[config.mk]
export PLATFORM = sky130hd
export DESIGN_NAME = irlp_pulse_timer
export DESIGN_NICKNAME = d
export VERILOG_FILES = /design/src/rtl/irlp_pkg.sv /design/src/rtl/irlp_divreg.sv /design/src/rtl/irlp_tick_gen.sv /design/src/rtl/irlp_pulse_fsm.sv /design/src/rtl/irlp_pulse_timer.sv
export SDC_FILE = /design/constraint.sdc
export NUM_CORES = 1
export LEC_CHECK = 0
export BUFFER_PORTS_ARGS = -buffer_cell sky130_fd_sc_hd__buf_2
export CAP_MARGIN = 10
export CORE_ASPECT_RATIO = 0.6
export CORE_UTILIZATION = 35
export DETAILED_ROUTE_END_ITERATION = 8
export PLACE_DENSITY = 0.79
export REMOVE_ABC_BUFFERS = 1
export SYNTH_ARGS = -nofsm -noshare
export SYNTH_HDL_FRONTEND = slang
export SYNTH_SLANG_ARGS = --single-unit
[constraint.sdc]
create_clock -name clk -period 2 [get_ports clk]
set_clock_uncertainty 0.2 [all_clocks]
set_input_delay 0.2 -clock clk [delete_from_list [all_inputs] [get_ports clk]]
set_output_delay 0.2 -clock clk [all_outputs]
set_load 0.005 [all_outputs]
[src/rtl/irlp_pkg.sv]
// Shared constants and types for the low-power infrared pulse timer.
// Assumes one clock domain; all widths derive from these defaults.
package irlp_pkg;
    localparam int unsigned DIV_W       = 8;   // divisor register width
    localparam int unsigned BUS_W       = 32;  // register bus word width
    localparam int unsigned PULSE_TICKS = 3;   // tick periods per IR pulse

    typedef enum logic [1:0] {
        PS_IDLE   = 2'd0,
        PS_ARMED  = 2'd1,
        PS_ACTIVE = 2'd2
    } pulse_state_e;
endpackage

[src/rtl/irlp_divreg.sv]
// Divisor register: stores the low byte of each bus write and returns
// it zero-extended on the read word. Assumes a single register, so no
// address decode is needed.
module irlp_divreg #(
    parameter int unsigned DIV_W = irlp_pkg::DIV_W,
    parameter int unsigned BUS_W = irlp_pkg::BUS_W
) (
    input  logic             clk,
    input  logic             rst_n,
    input  logic             wr_i,
    input  logic [BUS_W-1:0] wdata_i,
    output logic [BUS_W-1:0] rdata_o,
    output logic [DIV_W-1:0] div_o
);
    localparam int unsigned PAD_W = BUS_W - DIV_W;

    logic [DIV_W-1:0] div_q;

    // Capture the divisor byte on a write; clear it on reset.
    always_ff @(posedge clk) begin
        if (!rst_n)    div_q <= '0;
        else if (wr_i) div_q <= wdata_i[DIV_W-1:0];
    end

    // Form the read word with the reserved bits tied low.
    always_comb begin
        rdata_o = {{PAD_W{1'b0}}, div_q};
    end

    assign div_o = div_q;

    // the divisor changes only through a write.
    assert_hold_without_write_R1: assert property (@(posedge clk) disable iff (!rst_n)
        !wr_i |=> $stable(div_q));
endmodule

[src/rtl/irlp_tick_gen.sv]
// Tick generator: a down-counter that loads the divisor, fires a
// one-cycle tick when it reaches one, then reloads. A zero divisor
// empties the counter and holds the tick low. A new divisor is picked up
// only at reload, so the period in progress is never cut or stretched.
module irlp_tick_gen #(
    parameter int unsigned DIV_W = irlp_pkg::DIV_W
) (
    input  logic             clk,
    input  logic             rst_n,
    input  logic [DIV_W-1:0] div_i,
    output logic             tick_o
);
    localparam logic [DIV_W-1:0] ONE = DIV_W'(1);

    logic [DIV_W-1:0] cnt_q;
    logic             div_zero;

    assign div_zero = (div_i == '0);

    // Count down, reloading from the divisor at one or from empty.
    always_ff @(posedge clk) begin
        if (!rst_n)                         cnt_q <= '0;
        else if (div_zero)                  cnt_q <= '0;
        else if (cnt_q == '0 || cnt_q == ONE) cnt_q <= div_i;
        else                                cnt_q <= cnt_q - ONE;
    end

    // Tick while the counter sits at one under a legal divisor.
    always_comb begin
        tick_o = (cnt_q == ONE) && !div_zero;
    end

    // one cycle wide unless the divisor is one.
    assert_single_cycle_tick_R3: assert property (@(posedge clk) disable iff (!rst_n)
        (tick_o && div_i != ONE) |=> !tick_o);
    // a zero divisor empties the counter by the next cycle.
    assert_zero_div_empties_R4: assert property (@(posedge clk) disable iff (!rst_n)
        div_zero |=> (cnt_q == '0));
endmodule

[src/rtl/irlp_pulse_fsm.sv]
// Pulse sequencer: accepts a request when idle and the divisor is legal,
// waits for the next tick, then holds the IR output high across the
// following PULSE_TICKS tick periods. Assumes tick_i is one cycle wide.
// A zero divisor aborts any pulse so the output never sticks high.
module irlp_pulse_fsm
    import irlp_pkg::*;
#(
    parameter int unsigned PULSE_TICKS = irlp_pkg::PULSE_TICKS
) (
    input  logic clk,
    input  logic rst_n,
    input  logic req_i,
    input  logic tick_i,
    input  logic div_zero_i,
    output logic ir_o
);
    localparam int unsigned TCW = $clog2(PULSE_TICKS + 1);
    localparam logic [TCW-1:0] LAST = TCW'(PULSE_TICKS - 1);

    pulse_state_e   state_q;
    logic [TCW-1:0] ticks_q;
    logic           ir_q;

    // Sequence idle -> armed -> active -> idle on ticks; abort on zero divisor.
    always_ff @(posedge clk) begin
        if (!rst_n) begin
            state_q <= PS_IDLE;
            ticks_q <= '0;
            ir_q    <= 1'b0;
        end else if (div_zero_i) begin
            state_q <= PS_IDLE;
            ticks_q <= '0;
            ir_q    <= 1'b0;
        end else begin
            unique case (state_q)
                PS_IDLE: begin
                    if (req_i) state_q <= PS_ARMED;
                end
                PS_ARMED: begin
                    if (tick_i) begin
                        state_q <= PS_ACTIVE;
                        ticks_q <= '0;
                        ir_q    <= 1'b1;
                    end
                end
                PS_ACTIVE: begin
                    if (tick_i) begin
                        if (ticks_q == LAST) begin
                            state_q <= PS_IDLE;
                            ir_q    <= 1'b0;
                        end else begin
                            ticks_q <= ticks_q + TCW'(1);
                        end
                    end
                end
                default: state_q <= PS_IDLE;
            endcase
        end
    end

    assign ir_o = ir_q;

    // the output rises only in the cycle after a tick.
    assert_rise_after_tick_R6: assert property (@(posedge clk) disable iff (!rst_n)
        $rose(ir_q) |-> $past(tick_i));
    // a zero divisor drops a high output by the next cycle.
    assert_abort_on_zero_R9: assert property (@(posedge clk) disable iff (!rst_n)
        (ir_q && div_zero_i) |=> !ir_q);
endmodule

[src/rtl/irlp_pulse_timer.sv]
// Top level: divisor register, tick generator and pulse sequencer.
// Assumes a single peripheral clock and a synchronous active-low reset.
module irlp_pulse_timer
    import irlp_pkg::*;
(
    input  logic             clk,
    input  logic             rst_n,
    input  logic             reg_wr,
    input  logic [BUS_W-1:0] reg_wdata,
    output logic [BUS_W-1:0] reg_rdata,
    input  logic             pulse_req,
    output logic             lp_tick,
    output logic             ir_out
);
    logic [DIV_W-1:0] div_val;
    logic             div_zero;

    assign div_zero = (div_val == '0);

    irlp_divreg #(.DIV_W(DIV_W), .BUS_W(BUS_W)) u_divreg (
        .clk     (clk),
        .rst_n   (rst_n),
        .wr_i    (reg_wr),
        .wdata_i (reg_wdata),
        .rdata_o (reg_rdata),
        .div_o   (div_val)
    );

    irlp_tick_gen #(.DIV_W(DIV_W)) u_tick (
        .clk    (clk),
        .rst_n  (rst_n),
        .div_i  (div_val),
        .tick_o (lp_tick)
    );

    irlp_pulse_fsm #(.PULSE_TICKS(PULSE_TICKS)) u_fsm (
        .clk        (clk),
        .rst_n      (rst_n),
        .req_i      (pulse_req),
        .tick_i     (lp_tick),
        .div_zero_i (div_zero),
        .ir_o       (ir_out)
    );

    // the cycle after a reset edge shows a quiet, cleared block.
    assert_reset_clears_R10: assert property (@(posedge clk)
        !rst_n |=> (!ir_out && !lp_tick && reg_rdata == '0));
endmodule

==> results of run 1 <==
-- area by class of cell --
type / count / area, sq um / area share
timing repair buffer: 37 / 253 / 0.156
sequential: 21 / 422 / 0.261
multi-input combinational: 105 / 817 / 0.506
inverter: 6 / 22.5 / 0.0139
tap: 45 / 56.3 / 0.0349
clock buffer: 4 / 45.0 / 0.0279
-- logic make-up after synthesis --
family / after synthesis / synth area share
multiplexers: 9 / 0.0709
XOR/XNOR: 5 / 0.0345
adder cells (fa/ha/maj): 3 / 0.0296
flip-flops: 21 / 0.331
other: 1 / 0.00295
AO/OA/AOI/OAI: 22 / 0.158
buffers and inverters: 35 / 0.194
AND/OR/NAND/NOR: 41 / 0.179
-- layout by cell type (no fill, tap or decap), drive strengths merged --
cell type / instances
buf: 31
conb: 24
dfxtp: 21
nor2: 16
mux2i: 9
nor2b: 8
a211oi: 7
inv: 6
dlygate4sd3: 6
or4: 6
clkbuf: 4
a31oi: 3
xnor2: 3
ha: 3
o21ai: 3
nor4: 3
nor3: 2
nand3: 2
xor2: 2
or3: 2
a2111oi: 2
o31ai: 2
o21a: 1
nand2b: 1
o21ba: 1
nand4b: 1
a21oi: 1
a31o: 1
nand2: 1
a311oi: 1
-- worst register-to-register path, delay by kind of cell (launching register included) --
kind / cells / cell delay (ps)
compound gates: 1 / 70
buf+inv: 1 / 160
flops: 1 / 330
simple gates: 3 / 1270
-- timing repair --
action                                  in CTS  in global routing
pin swaps                                    9                  1
hold endpoints to repair                     6                  0
cloned                                       1                  0
gates resized for setup                     22                  7
hold buffers                                 6                  0
endpoints found under the setup margin      11                 13
buffers inserted                             2                  0
-- final timing paths --
path / endpoint / slack [ps] / cells after the start
worst max-delay path: u_tick.cnt_q[3]$_SDFF_PP0_ / -150 / 5
worst min-delay path: u_divreg.div_o[1]$_SDFFE_PN0P_ / 20 / 3
worst max register to register: u_tick.cnt_q[3]$_SDFF_PP0_ / -150 / 5
worst min register to register: u_fsm.ir_o$_SDFFE_PP0P_ / 300 / 2
-- through the flow --
step | area, sq um | cells
6_report | 1620 | 218
5_1_grt | 1620 | 218
4_1_cts | 1580 | 218
3_5_place_dp | 1370 | 205
3_3_place_gp | 1370 | 205
2_1_floorplan | 1130 | 131
-- registers in the layout, indices dropped and copies added (netlist names) --
| signal | flops |
|---|---|
| u_divreg.div_o | 8 |
| u_tick.cnt_q | 8 |
| u_fsm.state_q | 2 |
| u_fsm.ticks_q | 2 |
| u_fsm.ir_o | 1 |
-- power by group through the flow --
stage | clock [mW] | combinational, mW | sequential [mW]
2_1_floorplan | 0 | 0.640 | 0.582
3_3_place_gp | 0 | 0.849 | 0.587
3_5_place_dp | 0 | 0.872 | 0.592
4_1_cts | 0.285 | 1.11 | 0.592
5_1_grt | 0.308 | 1.30 | 0.612
6_report | 0.276 | 1.19 | 0.602
-- metal layers --
metal  vias to the layer above  global-route usage  part of all wire
li1                        508                   -                 -
met1                       474               0.204              0.44
met2                        34               0.258              0.49
met3                         4              0.0491             0.061
met4                         0              0.0298             0.010
met5                         -                   0                 0
==> impl_metrics.json, run 1 <==
{
  "antenna_found_initial": 0,
  "crit_slowest_cell": "or4_4",
  "critPathLaunch": "u_tick.cnt_q[2]$_SDFF_PP0_",
  "synth.ff_latch_count": 21,
  "setup_ws_ps": -153,
  "diodes": 0,
  "drc": 0,
  "synth_most_common_cell": "buf_4",
  "yosysTopAreaCell": "dfxtp_1",
  "cp.required_ps": 1930,
  "power.net_switching_mw": 0.889,
  "finalWirelength_um": 2900,
  "fin_util": 0.480,
  "dpl_worst_slack_ps": -59.2,
  "crit_arrival_ps": 2080,
  "drt_iter0_drc": 67,
  "gp_congestion": 0.854,
  "start_util": 0.378,
  "vias": 1020,
  "crit_path_end_kind": "register",
  "status": "complete, but fails checks",
  "synth_commonest_cells": "buf_4 (24), dfxtp_1 (21), nor2_1 (16), mux2i_1 (9), nor2b_1 (8)",
  "violations": "negative setup slack",
  "switching_share": 0.429,
  "hold_path_class": "in2reg",
  "clk-insertion-delay-late_ps": 260,
  "total_power_mw": 2.07,
  "rsz0062_at_grt": "true",
  "critPathMaxFanout": 8,
  "hold_viol_final": 0,
  "r2r_start": "u_tick.cnt_q[2]$_SDFF_PP0_",
  "drv_slew": 0,
  "critPathLaunchType": "register",
  "place.detailed.hpwl_um": 1900,
  "maxCapViolCount": 0,
  "tns_ps": -974,
  "combPwrFrac": 0.576,
  "crit_type": "reg2reg",
  "cts_max_level": 1,
  "p_clk_frac": 0.133,
  "fin_nets": 213,
  "ys.warnings.count": 0,
  "finalSetupViolations": 12,
  "ys_seq_area_frac": 0.331,
  "power_density_nw_per_um2": 1280,
  "synth-edff-count": 0,
  "die_y_um": 48.7,
  "cp_top_family": "simple AND/OR/NAND/NOR gates",
  "whs_ps": 18.7,
  "syn_area_per_cell_sq_um": 9.27,
  "overflow": 0,
  "syn-cell-area_sq_um": 1270,
  "grt_max_degree": 14,
  "async_flop_share": 0,
  "numCtsBuffers": 3,
  "synth_top_area_share": 0.331,
  "cts_tree": "done",
  "cts_root_buffer": "clkbuf_8",
  "dr.pass1.iters": 4,
  "synth_cell_types": 36,
  "clock_sinks": 21,
  "max_freq_mhz": 464,
  "drive_gt1_frac": 0.376,
  "drtAntennaViolNets": 0,
  "dieArea_sq_um": 3880,
  "path_cells": "or4_4 -> buf_4 -> or4_4 -> nor2_2 -> a311oi_2",
  "max-vdd-ir-drop_mv": 0.762,
  "total_leakage_power_nw": 0.673,
  "post-route-period-util": 1.08,
  "path_buf_inv": 1,
  "cpPeakStageDelay_ps": 550,
  "nFillCells": 310,
  "synthCells": 137,
  "track_usage": 0.157,
  "die_width_um": 79.8,
  "p_seq_frac": 0.291,
  "synth_ff_type": "dfxtp_1",
  "via_per_inst": 4.68,
  "worstHoldStart": "reg_wdata[1]",
  "pin_count": 70,
  "core_area_sq_um": 3360,
  "power.internal_mw": 1.18,
  "min_period_ps": 2150,
  "wl_per_cell_um": 13.3,
  "crit_top_cell": "or4_4",
  "synthTopCellsByArea": "dfxtp_1 (33%), buf_4 (14%), mux2i_1 (7.1%)",
  "io_buffers": 21,
  "cts_buffer_depth": 2,
  "clkTransAtPathRegs_ps": 70,
  "row_count": 16,
  "synthToLayoutAreaGrowth_pct": 27.2,
  "grt_pass1_vias": 962,
  "grt_pass1_wl_um": 4710
}
No activity file was read; power rests on OpenSTA's default activity.
==> inputs of run 2 (changes only) <==
clock period = 1.95 ns   (was 2 ns; I/O delays follow)
==> impl_metrics.json, run 2 (synthesis gave the netlist of run 1 again) <==
{
  "critPathLaunchType": "register",
  "start_util": 0.378,
  "dieArea_sq_um": 3880,
  "drt_iter0_drc": 45,
  "total_power_mw": 2.13,
  "drtAntennaViolNets": 0,
  "synthToLayoutAreaGrowth_pct": 28.1,
  "setup_ws_ps": -169,
  "cp.required_ps": 1900,
  "wl_per_cell_um": 12.6,
  "io_buffers": 21,
  "grtUsageMet2": 0.231,
  "hold_end": "u_divreg.div_o[1]$_SDFFE_PN0P_",
  "crit_arrival_ps": 2070,
  "crit_path_end_kind": "register",
  "die_y_um": 48.7,
  "grt_pass1_vias": 942,
  "cp_top_family": "simple AND/OR/NAND/NOR gates",
  "path_buf_inv": 1,
  "cts_max_level": 1,
  "overflow": 0,
  "hold_viol_final": 1,
  "die_width_um": 79.8,
  "clock_sinks": 21,
  "diodes": 0,
  "finalWirelength_um": 2800,
  "final_cells": 222,
  "row_count": 16,
  "maxCapViolCount": 0,
  "numCtsBuffers": 3,
  "track_usage": 0.151,
  "crit_type": "reg2reg",
  "drv_slew": 0,
  "place_inst": 210,
  "nFillCells": 327,
  "core_area_sq_um": 3360,
  "hold_path_class": "in2reg",
  "whs_ps": -5.12,
  "clk-insertion-delay-late_ps": 270,
  "r2r_start": "u_tick.cnt_q[5]$_SDFF_PP0_",
  "critPathMaxFanout": 8,
  "finalSetupViolations": 12,
  "antenna_found_initial": 0,
  "total_leakage_power_nw": 0.696,
  "final_common_cell": "conb_1",
  "dr.pass1.iters": 5,
  "pin_count": 70,
  "min_period_ps": 2120,
  "worstHoldStart": "reg_wdata[1]",
  "violations": "negative hold slack, negative setup slack",
  "globalRouteMet1Util": 0.191,
  "critPathLaunch": "u_tick.cnt_q[5]$_SDFF_PP0_",
  "rsz0062_at_grt": "true",
  "grt_pass1_wl_um": 4340,
  "fin_nets": 217,
  "grt_use_met3": 0.0566,
  "drive_gt1_frac": 0.401,
  "clkTransAtPathRegs_ps": 80,
  "cts_tree": "done",
  "status": "complete, but fails checks",
  "via_per_inst": 4.68,
  "grt.busiest_layer": "met2",
  "vias": 1039,
  "min_path_cells": 3,
  "rrSetupSlack_ps": -170,
  "mostFrequentLayoutCells": "conb_1 (24), buf_2 (21), dfxtp_1 (20), buf_4 (14), mux2i_1 (9)",
  "power_density_nw_per_um2": 1310,
  "r2r-end": "u_tick.cnt_q[3]$_SDFF_PP0_",
  "crit_slowest_cell": "or4_4",
  "cpPeakStageDelay_ps": 560,
  "drc": 0,
  "post-route-period-util": 1.09,
  "max_freq_mhz": 472,
  "r2r_cells": 5,
  "crit_top_cell": "or4_4",
  "grt_max_degree": 14,
  "cts_buffer_depth": 2,
  "place.detailed.hpwl_um": 1930,
  "path_cells": "or4_4 -> buf_4 -> or4_4 -> nor2_2 -> a311oi_2",
  "max-vdd-ir-drop_mv": 0.744,
  "gp_congestion": 0.845,
  "cts_root_buffer": "clkbuf_8"
}
[run 2: how the worst max path moves through the flow]
stage	endpoint	slack, ps	cells past startpoint
floorplan	u_fsm.state_q[1]$_SDFFE_PP0P_	-580	3
global placement	u_tick.cnt_q[6]$_SDFF_PP0_	-90	4
detailed placement	u_tick.cnt_q[6]$_SDFF_PP0_	-110	4
CTS	lp_tick	-180	4
global route	lp_tick	-200	4
finish	u_tick.cnt_q[3]$_SDFF_PP0_	-170	5
[run 2: timing repair]
item	4_1_cts	5_1_grt
hold endpoints to repair	5	0
hold buffers	5	0
setup endpoints to repair	13	14
gates resized for setup	17	10
setup buffers	2	0
cloned	1	0
pin swaps	9	3
[run 2: area by class of cell]
class                   count  area, sq um  share of cell area
repair buffers             41          280               0.172
flip-flops and latches     21          422               0.259
well taps                  45         56.3              0.0346
clock buffers               3         41.3              0.0254
inverters                   6         22.5              0.0138
multi-input cells         105          800               0.492
clock inverters             1         5.00             0.00308
[run 2: tightest hold or removal path, delay by kind of cell]
| kind | cells | cell delay [ps] |
|---|---|---|
| mux | 1 | 50 |
| simple gates | 1 | 100 |
| buf+inv | 1 | 80 |
[run 2: where the power goes]
group	total, mW	switching [mW]	internal [mW]	leakage [nW]
Combinational	1.23	0.660	0.574	0.497
Sequential	0.608	0.0931	0.515	0.173
Clock	0.292	0.149	0.143	0.0255
[run 2: metrics by stage]
stage | instance area [sq um] | setup WS, ps | util | TNS (ps)
2_1_floorplan | 1130 | -580 | - | -5600
3_3_place_gp | 1400 | -85.7 | 0.417 | -733
3_5_place_dp | 1400 | -108 | 0.417 | -1020
4_1_cts | 1580 | -180 | 0.471 | -1550
5_1_grt | 1630 | -200 | 0.484 | -2070
6_report | 1630 | -169 | 0.484 | -1440
[run 2: metal layers]
metal  wire, um  part of all wire
met1       1280              0.46
met2       1310              0.47
met3        148             0.053
met4         63             0.023
met5          0                 0
==> inputs of run 3 (changes only) <==
MAX_ROUTING_LAYER = met4   (was unset)
PLACE_DENSITY = 0.76   (was 0.79)
clock period = 2 ns   (was 1.95 ns; I/O delays follow)
==> impl_metrics.json, run 3 (synthesis gave the netlist of run 1 again) <==
{
  "cts_root_buffer": "clkbuf_8",
  "drc": 0,
  "r2r_cells": 4,
  "min_period_ps": 2160,
  "p_clk_frac": 0.144,
  "dieArea_sq_um": 3880,
  "drv_slew": 0,
  "r2r-end": "u_tick.cnt_q[3]$_SDFF_PP0_",
  "cts_tree": "done",
  "clk-insertion-delay-late_ps": 260,
  "die_width_um": 79.8,
  "overflow": 0,
  "diodes": 0,
  "total_leakage_power_nw": 0.691,
  "cts_max_level": 1,
  "grt_pass1_vias": 883,
  "die_y_um": 48.7,
  "max-vdd-ir-drop_mv": 0.607,
  "crit_arrival_ps": 1760,
  "numCtsBuffers": 3,
  "grt_pass1_wl_um": 4060,
  "r2r_start": "u_tick.cnt_q[3]$_SDFF_PP0_",
  "drive_gt1_frac": 0.346,
  "place_inst": 209,
  "max_freq_mhz": 462,
  "antenna_found_initial": 0,
  "power.net_switching_mw": 0.778,
  "cp.required_ps": 1600,
  "core_area_sq_um": 3360,
  "hold_path_class": "in2reg",
  "rrSetupSlack_ps": -160,
  "dpl_worst_slack_ps": -86.1,
  "cts_buffer_depth": 2,
  "gp_congestion": 0.814,
  "combPwrFrac": 0.548,
  "pin_count": 70,
  "hold_viol_final": 0,
  "final_common_cell": "conb_1",
  "power.internal_mw": 1.15,
  "nFillCells": 339,
  "maxCapViolCount": 0,
  "track_usage": 0.143,
  "critPathMaxFanout": 4,
  "crit_type": "reg2out",
  "p_seq_frac": 0.308,
  "dr.pass1.iters": 4,
  "place.detailed.hpwl_um": 1860,
  "switching_share": 0.404,
  "finalWirelength_um": 2600,
  "hold_end": "u_divreg.div_o[5]$_SDFFE_PN0P_",
  "fin_util": 0.469,
  "drtAntennaViolNets": 0,
  "multiInputGateArea_sq_um": 743,
  "final_cells": 224,
  "clock_sinks": 21,
  "crit_path_end_kind": "output port",
  "clkTransAtPathRegs_ps": 70,
  "setup_ws_ps": -163,
  "post-route-period-util": 1.08,
  "finalSetupViolations": 10,
  "status": "complete, but fails checks",
  "io_buffers": 21,
  "regArea_sq_um": 422,
  "grt_max_degree": 17,
  "rsz0062_at_grt": "true",
  "mostFrequentLayoutCells": "conb_1 (24), buf_2 (21), dfxtp_1 (20), buf_4 (15), nor2_1 (12)",
  "violations": "negative setup slack",
  "fin_nets": 219,
  "synthToLayoutAreaGrowth_pct": 24.1,
  "via_per_inst": 4.52,
  "worstHoldStart": "reg_wdata[5]",
  "wl_per_cell_um": 11.6,
  "vias": 1012,
  "power_density_nw_per_um2": 1220,
  "row_count": 16,
  "drt_iter0_drc": 69,
  "start_util": 0.378,
  "min_path_cells": 3,
  "critPathLaunchType": "register"
}
==> run 3: final cells by class <==
| class | instances | share of cell area |
|---|---|---|
| clock buffer | 4 | 0.0286 |
| sequential | 21 | 0.267 |
| inverter | 6 | 0.0143 |
| tap | 45 | 0.0357 |
| timing repair buffer | 43 | 0.183 |
| multi-input combinational | 105 | 0.471 |
==> run 3: worst max-delay path by stage <==
| stage | from | end | slack [ps] |
|---|---|---|---|
| 5_1_grt | u_tick.cnt_q[3]$_SDFF_PP0_ | lp_tick | -200 |
| 6_report | u_tick.cnt_q[3]$_SDFF_PP0_ | lp_tick | -160 |
| 2_1_floorplan | u_divreg.div_o[4]$_SDFFE_PN0P_ | u_fsm.state_q[1]$_SDFFE_PP0P_ | -530 |
| 3_5_place_dp | u_tick.cnt_q[3]$_SDFF_PP0_ | u_fsm.ir_o$_SDFFE_PP0P_ | -90 |
| 3_3_place_gp | u_tick.cnt_q[3]$_SDFF_PP0_ | u_fsm.ir_o$_SDFFE_PP0P_ | -40 |
| 4_1_cts | u_tick.cnt_q[3]$_SDFF_PP0_ | lp_tick | -160 |
==> run 3: critical path: stages, from the launching register on <==
cell and delay (ps):
dfxtp_2 320, or4_4 550, or3_4 380, nor2_4 120
buf_2 110
==> run 3: through the flow <==
step / TNS, ps / total power, mW / hold WS, ps / cell area [sq um]
CTS: -164 / 1.81 / 1.84 / 1520
global route: -1590 / 2.07 / 37.2 / 1580
global placement: -207 / 1.44 / 256 / 1380
detailed placement: -390 / 1.47 / 264 / 1380
floorplan: -4950 / 1.22 / 128 / 1130
finish: -945 / 1.93 / 6.93 / 1580
==> run 3: power groups by stage <==
stage / sequential [mW] / combinational, mW / clock, mW
6_report: 0.594 / 1.06 / 0.278
5_1_grt: 0.605 / 1.16 / 0.307
4_1_cts: 0.582 / 0.940 / 0.288
3_5_place_dp: 0.590 / 0.879 / 0
3_3_place_gp: 0.587 / 0.857 / 0
2_1_floorplan: 0.582 / 0.640 / 0
==> run 3: timing repair <==
action	CTS	global route
pin swaps	2	7
hold buffers	7	0
resized for setup	5	8
endpoints found under the hold margin	7	0
buffers inserted	1	2
setup endpoints to repair	11	12
cloned	0	1
==> run 3: metal layers <==
layer / GRT usage / up-vias / part of all wire
met5: - / - / 0
met4: 0.0625 / 0 / 0.020
met3: 0.0472 / 5 / 0.060
met2: 0.185 / 33 / 0.41
met1: 0.199 / 455 / 0.51
li1: - / 519 / -
